## src/rtl/pic_pkg.sv

```systemverilog
package pic_pkg;
   typedef enum logic [1:0] {ST_RUN, ST_W2, ST_W3, ST_W4} init_st_e;
   localparam logic [2:0] OP_NSEOI = 3'b001;
   localparam logic [2:0] OP_SEOI  = 3'b011;
endpackage

```

## src/rtl/pic_prio_find.sv

```systemverilog
module pic_prio_find #(
   parameter int N  = 8,
   parameter int LW = $clog2(N)
) (
   input  logic [N-1:0]  vec_i,
   output logic          found_o,
   output logic [LW-1:0] idx_o
);
   always_comb begin
      found_o = 1'b0;
      idx_o   = '0;
      for (int i = N - 1; i >= 0; i--) begin
         if (vec_i[i]) begin
            found_o = 1'b1;
            idx_o   = LW'(i);
         end
      end
   end
endmodule

```

## src/rtl/pic_init_seq.sv

```systemverilog
module pic_init_seq
   import pic_pkg::*;
#(
   parameter int DW   = 8,
   parameter int N_IN = 8,
   parameter int LW   = 3
) (
   input  logic             clk,
   input  logic             rst_n,
   input  logic             wr_en,
   input  logic             addr,
   input  logic [DW-1:0]    wdata,
   output logic [DW-LW-1:0] base_q,
   output logic [N_IN-1:0]  icw3_q,
   output logic             aeoi_q,
   output logic [N_IN-1:0]  imr_q,
   output logic             rsel_isr_q,
   output logic             init_clr,
   output logic             eoi_ns,
   output logic             eoi_sp,
   output logic [LW-1:0]    eoi_lvl
);
   init_st_e st_q;
   logic     single_q, need4_q;
   logic     cmd_wr, dat_wr, run_cmd;

   assign cmd_wr   = wr_en & ~addr;
   assign dat_wr   = wr_en & addr;
   assign init_clr = cmd_wr & wdata[4];
   assign run_cmd  = cmd_wr & ~wdata[4] & (st_q == ST_RUN);
   assign eoi_ns   = run_cmd & ~wdata[3] & (wdata[7:5] == OP_NSEOI);
   assign eoi_sp   = run_cmd & ~wdata[3] & (wdata[7:5] == OP_SEOI);
   assign eoi_lvl  = wdata[LW-1:0];

   always_ff @(posedge clk or negedge rst_n) begin
      if (!rst_n) begin
         st_q       <= ST_RUN;
         single_q   <= 1'b0;
         need4_q    <= 1'b0;
         base_q     <= '0;
         icw3_q     <= '0;
         aeoi_q     <= 1'b0;
         imr_q      <= '1;
         rsel_isr_q <= 1'b0;
      end else if (init_clr) begin
         st_q       <= ST_W2;
         need4_q    <= wdata[0];
         single_q   <= wdata[1];
         icw3_q     <= '0;
         aeoi_q     <= 1'b0;
         imr_q      <= '0;
         rsel_isr_q <= 1'b0;
      end else if (run_cmd && wdata[3] && wdata[1]) begin
         rsel_isr_q <= wdata[0];
      end else if (dat_wr) begin
         unique case (st_q)
            ST_W2: begin
               base_q <= wdata[DW-1:LW];
               st_q   <= single_q ? (need4_q ? ST_W4 : ST_RUN) : ST_W3;
            end
            ST_W3: begin
               icw3_q <= wdata[N_IN-1:0];
               st_q   <= need4_q ? ST_W4 : ST_RUN;
            end
            ST_W4: begin
               aeoi_q <= wdata[1];
               st_q   <= ST_RUN;
            end
            default: imr_q <= wdata[N_IN-1:0];
         endcase
      end
   end

   AST_INIT_CLEARS_MASK: assert property (@(posedge clk) disable iff (!rst_n)
      init_clr |=> (imr_q == '0 && !rsel_isr_q));
endmodule

```

## src/rtl/cascade_pic.sv

```systemverilog
module cascade_pic
   import pic_pkg::*;
#(
   parameter int N_IN    = 8,
   parameter int DW      = 8,
   parameter int IN_SYNC = 0,
   localparam int LW     = $clog2(N_IN)
) (
   input  logic          clk,
   input  logic          rst_n,
   input  logic          role_master,
   input  logic          wr_en,
   input  logic          addr,
   input  logic [DW-1:0] wdata,
   output logic [DW-1:0] rdata,
   input  logic [N_IN-1:0] irq_in,
   output logic          int_out,
   input  logic          ack,
   output logic [LW-1:0] cas_out,
   output logic          cas_vld_out,
   input  logic [LW-1:0] cas_in,
   input  logic          cas_vld_in,
   output logic [DW-1:0] vec_out,
   output logic          vec_vld
);
   if (N_IN != (1 << LW)) begin : g_chk_pow2
      $error("N_IN must be a power of two");
   end
   if (N_IN > DW || LW >= DW) begin : g_chk_width
      $error("N_IN must fit in the data width");
   end

   logic [N_IN-1:0] req_s, prev_q, irr_q, isr_q, live;
   logic [N_IN-1:0] irr_clr, isr_set, isr_clr;
   logic [DW-LW-1:0] base_q;
   logic [N_IN-1:0] icw3_q, imr_q;
   logic aeoi_q, rsel_isr_q, init_clr, eoi_ns, eoi_sp;
   logic [LW-1:0] eoi_lvl, lv_idx, is_idx;
   logic lv_found, is_found, eligible, responding, cascaded;
   logic int_q, vld_q;
   logic [DW-1:0] vec_q;

   if (IN_SYNC == 0) begin : g_nosync
      assign req_s = irq_in;
   end else begin : g_sync
      logic [N_IN-1:0] stage_q [IN_SYNC];
      for (genvar s = 0; s < IN_SYNC; s++) begin : g_stage
         always_ff @(posedge clk or negedge rst_n) begin
            if (!rst_n)      stage_q[s] <= '0;
            else if (s == 0) stage_q[s] <= irq_in;
            else             stage_q[s] <= stage_q[(s == 0) ? 0 : s - 1];
         end
      end
      assign req_s = stage_q[IN_SYNC-1];
   end

   pic_init_seq #(.DW(DW), .N_IN(N_IN), .LW(LW)) u_seq (
      .clk, .rst_n, .wr_en, .addr, .wdata,
      .base_q, .icw3_q, .aeoi_q, .imr_q, .rsel_isr_q,
      .init_clr, .eoi_ns, .eoi_sp, .eoi_lvl
   );

   assign live = irr_q & req_s & ~imr_q;

   pic_prio_find #(.N(N_IN), .LW(LW)) u_req_find (
      .vec_i(live), .found_o(lv_found), .idx_o(lv_idx));
   pic_prio_find #(.N(N_IN), .LW(LW)) u_isr_find (
      .vec_i(isr_q), .found_o(is_found), .idx_o(is_idx));

   assign eligible   = lv_found && (!is_found || (lv_idx < is_idx));
   assign responding = ack && (role_master || (cas_vld_in && cas_in == icw3_q[LW-1:0]));
   assign cascaded   = role_master && eligible && icw3_q[lv_idx];
   assign cas_out     = lv_idx;
   assign cas_vld_out = ack && cascaded;

   always_comb begin
      irr_clr = '0;
      isr_set = '0;
      isr_clr = '0;
      if (responding && eligible) begin
         irr_clr = N_IN'(1) << lv_idx;
         if (!aeoi_q) isr_set = N_IN'(1) << lv_idx;
      end
      if (eoi_ns && is_found) isr_clr = N_IN'(1) << is_idx;
      if (eoi_sp)             isr_clr = N_IN'(1) << eoi_lvl;
   end

   always_ff @(posedge clk or negedge rst_n) begin
      if (!rst_n) begin
         prev_q <= '0;
         irr_q  <= '0;
         isr_q  <= '0;
         int_q  <= 1'b0;
         vld_q  <= 1'b0;
         vec_q  <= '0;
      end else begin
         prev_q <= req_s;
         int_q  <= eligible;
         vld_q  <= responding && !cascaded;
         if (responding)
            vec_q <= eligible ? {base_q, lv_idx} : {base_q, {LW{1'b1}}};
         if (init_clr) begin
            irr_q <= '0;
            isr_q <= '0;
         end else begin
            irr_q <= (irr_q & ~irr_clr) | (req_s & ~prev_q);
            isr_q <= (isr_q & ~isr_clr) | isr_set;
         end
      end
   end

   assign int_out = int_q;
   assign vec_vld = vld_q;
   assign vec_out = vec_q;
   assign rdata   = addr ? DW'(imr_q) : DW'(rsel_isr_q ? isr_q : irr_q);

   AST_VLD_NEEDS_ACK: assert property (@(posedge clk) disable iff (!rst_n)
      vec_vld |-> $past(ack));
   AST_ISR_ONE_NEW: assert property (@(posedge clk) disable iff (!rst_n)
      $countones(isr_q & ~$past(isr_q)) <= 1);
   AST_NSEOI_CLEARS: assert property (@(posedge clk) disable iff (!rst_n)
      (eoi_ns && is_found) |=> !isr_q[$past(is_idx)]);
   AST_AEOI_NO_SET: assert property (@(posedge clk) disable iff (!rst_n)
      (aeoi_q && !init_clr) |=> ((isr_q & ~$past(isr_q)) == '0));
   AST_SPUR_NO_ISR: assert property (@(posedge clk) disable iff (!rst_n)
      (ack && !lv_found && !init_clr) |=> ((isr_q & ~$past(isr_q)) == '0));
   AST_CAS_NO_VEC: assert property (@(posedge clk) disable iff (!rst_n)
      cas_vld_out |=> !vec_vld);
   AST_SLV_IGNORE: assert property (@(posedge clk) disable iff (!rst_n)
      (!role_master && ack && !wr_en && !(cas_vld_in && cas_in == icw3_q[LW-1:0]))
         |=> (!vec_vld && isr_q == $past(isr_q)));
endmodule

```

## config.mk

```make
export PLATFORM = sky130hd
export DESIGN_NAME = cascade_pic
export DESIGN_NICKNAME = d
export VERILOG_FILES = /design/src/rtl/pic_pkg.sv /design/src/rtl/pic_prio_find.sv /design/src/rtl/pic_init_seq.sv /design/src/rtl/cascade_pic.sv
export SDC_FILE = /design/constraint.sdc
export NUM_CORES = 1
export LEC_CHECK = 0
export BUFFER_PORTS_ARGS = -buffer_cell sky130_fd_sc_hd__buf_2
export CAP_MARGIN = 10
export CORE_ASPECT_RATIO = 0.5
export CORE_MARGIN = 1.5
export CORE_UTILIZATION = 61
export CTS_BUF_LIST = sky130_fd_sc_hd__clkbuf_4 sky130_fd_sc_hd__clkbuf_8 sky130_fd_sc_hd__clkbuf_16
export CTS_CLUSTER_DIAMETER = 150
export CTS_CLUSTER_SIZE = 10
export DETAILED_ROUTE_END_ITERATION = 6
export GPL_ROUTABILITY_DRIVEN = 0
export PLACE_DENSITY = 0.85
export SLEW_MARGIN = 20
export SYNTH_ARGS = -nofsm -noshare
export SYNTH_HDL_FRONTEND = slang
export SYNTH_SLANG_ARGS = --single-unit
```

## constraint.sdc

```tcl
create_clock -name clk -period 8.2 [get_ports clk]
set_clock_uncertainty 0.1 [all_clocks]
set_input_delay 2.46 -clock clk [delete_from_list [all_inputs] [get_ports clk]]
set_output_delay 2.46 -clock clk [all_outputs]
set_load 0.01 [all_outputs]
```

==> results by group <==
Route
  – DR iter-0 viols: 204
  – Post-route ant nets: 0
  – Via count: 2757
  – WL/cell: 17.5 um
  – Drt total wl: 7840 um
  – Vias per cell: 6.14
  – Post-route DRC: 0
  – Drt first pass iters: 5

Logic synthesis
  – Post-Synth XOR/XNOR Area: 0.832%
  – Post-synth EDFFs: 0
  – Simple-gate share of the synthesized area: 20.8%
  – Top cell type's share of synthesized area: 42.0%
  – Post-Syn Nets: 356
  – Synth top cells by count: dfrtp_1 (53), nand2_1 (50), nor2_1 (30)
  – Ys flop type: dfrtp_1
  – Synth Area in Adders: 0.792%
  – Post-synthesis mux area share: 9.59%
  – Ys Warns: 0
  – Mapped Cells: 328
  – Cell variety after synth: 55
  – Largest family of logic cells by synthesized area: simple AND/OR/NAND/NOR gates
  – Cell taking the most area after synthesis: dfrtp_1
  – Sequential area share after synthesis: 48.7%
  – Synth Area in Compound Gates: 16.8%
  – Count leader, synth: dfrtp_1
  – Async SR Flop Fraction: 100%
  – Number of synthesized register bits: 61
  – Main area contributors after synthesis: dfrtp_1 (42%), dfstp_2 (6.7%), mux2i_1 (6.0%), nand2_1 (5.9%), mux2_2 (3.6%)
  – Syn Area/Cell: 9.63 sq um
  – Post-Syn Area: 3160 sq um

Clock tree
  – CTS Buffer Depth: 2
  – Clock root cell: clkbuf_8
  – Setup Fix Bufs, Post-CTS: 0
  – TritonCTS buffer count: 9
  – Post-CTS Resized: 0
  – Skew-Pair Late Insertion Delay: 0.34 ns
  – Cts hold-fix bufs: 0
  – Clock sink count: 61
  – Htree depth: 3
  – Reg clk slew, reported paths: 0.07 ns
  – CTS tree: built

Final layout
  – Area growth from synthesis to layout: 16.2%
  – FILL cells: 375
  – Layout Nets: 402
  – Final Core Density: 74.1%
  – Proportion of layout cells with a drive suffix above 1: 25.6%
  – ANT cells: 0
  – Finished Cell Area: 3670 sq um

Timing
  – WHS: 0.400 ns
  – Fmax: 139 MHz
  – RSZ-0062 raised after global routing: no
  – Max-slew violations: 0
  – Final hold viol count: 0
  – Final period utilization: 88.0%
  – Setup TNS: 0 ns
  – Relative slew slack: 34.7%
  – # setup viols final: 0
  – Tightest Pin Transition: 0.977 ns
  – Final critical-path required period: 7.22 ns

Hold path
  – Worst Min Path Start: prev_q[7]
  – Worst Hold Depth: 2
  – Hold Path Sink: irr_q[7]
  – Worst Hold Class: reg -> reg

Power
  – Static Leak: 1.59 nW
  – Power per standard cell area: 357 nW/um^2
  – Max VDD drop: 0.183 mV

Flow run
  – Max Cap Viol: 0

Placement
  – # port buffers: 47
  – DP HPWL: 5780 um
  – Placed inst area: 3450 sq um

Worst setup path
  – Reg-to-reg endpoint: irr_q[4]
  – Critical Path RT: 5.64 ns
  – Type of element capturing the critical path: primary output
  – Kind of start point of the critical path: input pin
  – Reg2reg setup slack: 5.05 ns
  – Worst Path Max Fanout: 4
  – CP arrival: 4.66 ns
  – FF-to-FF path depth: 11
  – RR Startpoint: u_seq.imr_q[0]
  – CP Class: in -> out

GRT
  – Pin count of the biggest net entering global routing: 62
  – Total global-route track usage: 30.3%
  – Global-route wire length before repair: 12700 um
  – Vias in the first global route: 2609
  – Initial antenna violation count: 0
  – Gr ovfl total: 0

Floorplan
  – Core Rows: 18
  – Core ar.: 4950 sq um
  – Starting Density: 63.7%
  – Die H: 53.9 um
  – # IOs: 48
  – Die area: 5640 sq um
  – Die width: 105 um

Run status
  – Status: finished, final reports clean
flip-flops by register name, indices dropped and copies added (netlist names):
signal	cells
u_seq.icw3_q	8
u_seq.base_q	5
prev_q	8
vec_vld	1
vec_out	8
u_seq.imr_q	8
irr_q	8
isr_q	8
u_seq.st_q	2
int_out	1
u_seq.need4_q	1
u_seq.rsel_isr_q	1
u_seq.single_q	1
u_seq.aeoi_q	1
worst max-delay path, cell delays in order:
cell and delay [ns]:
buf_2 0.11, and3b_1 0.21, o21ba_2 0.28, nand3_1 0.14, inv_1 0.18, ha_1 0.27
a21o_1 0.19, o21a_1 0.21, o31a_1 0.13, nor2_2 0.13, o211ai_1 0.12, nor2_1 0.09
buf_2 0.13
routing by layer:
layer	part of all wire [%]	up-vias	wire, um	track usage (%)
met5	0	-	0	0
met4	1.2	0	93	11.2
met3	8.5	13	665	9.69
met2	47	123	3690	47.9
met1	43	1348	3400	40.1
li1	-	1273	-	-
final cells by class:
| cell class | instances | area (sq um) | share of cell area, % |
|---|---|---|---|
| inverters | 5 | 23.8 | 0.648 |
| repair buffers | 50 | 258 | 7.02 |
| multi-input cells | 247 | 1540 | 42.0 |
| well taps | 70 | 87.6 | 2.39 |
| clock inverters | 5 | 85.1 | 2.32 |
| clock buffers | 11 | 139 | 3.78 |
| flip-flops and latches | 61 | 1540 | 41.9 |
kinds of logic after synthesis:
kind of cell / count (synthesis)
AOI/OAI and AO/OA: 80
muxes: 29
and+or+nand+nor: 133
buffers and inverters: 20
adders and majority gates: 2
xor gates and xnor gates: 3
DFF: 61
power breakdown:
group | total, mW | internal [mW] | switching, mW
Clock | 0.298 | 0.179 | 0.119
Sequential | 0.496 | 0.405 | 0.0906
Combinational | 0.516 | 0.224 | 0.291
metrics by stage:
| step | cells | power, mW | worst slack, ns |
|---|---|---|---|
| floorplan | 328 | 0.836 | 1.19 |
| global placement | 433 | 0.978 | 1.14 |
| detailed placement | 433 | 1.01 | 1.03 |
| CTS | 449 | 1.30 | 1.02 |
| global route | 449 | 1.39 | 0.825 |
| finish | 449 | 1.31 | 0.984 |
how the worst max path moves through the flow:
stage	from	to	slack (ns)	depth (start not counted)
final	irq_in[0]	cas_vld_out	0.98	13
after global routing	irq_in[0]	cas_vld_out	0.83	13
after CTS	irq_in[0]	cas_vld_out	1.02	13
after detailed placement	irq_in[0]	cas_vld_out	1.03	13
after global placement	irq_in[0]	cas_vld_out	1.14	13
after floorplan	irq_in[3]	cas_vld_out	1.19	10
placed cells by master, fill, tap and decap left out, types with 5 or more instances in the layout:
master    instances
nor3_1            5
nand3_1           5
nand2b_1         10
o211ai_1          8
clkbuf_8          9
buf_2            47
mux2i_1          19
and3b_1           6
o21ai_0          16
nand2_1          50
dfstp_2           8
a21oi_1          19
o22ai_1           8
dfrtp_1          53
nor2_1           30
mux2_2           10
Power figures use the tool's default switching activity.
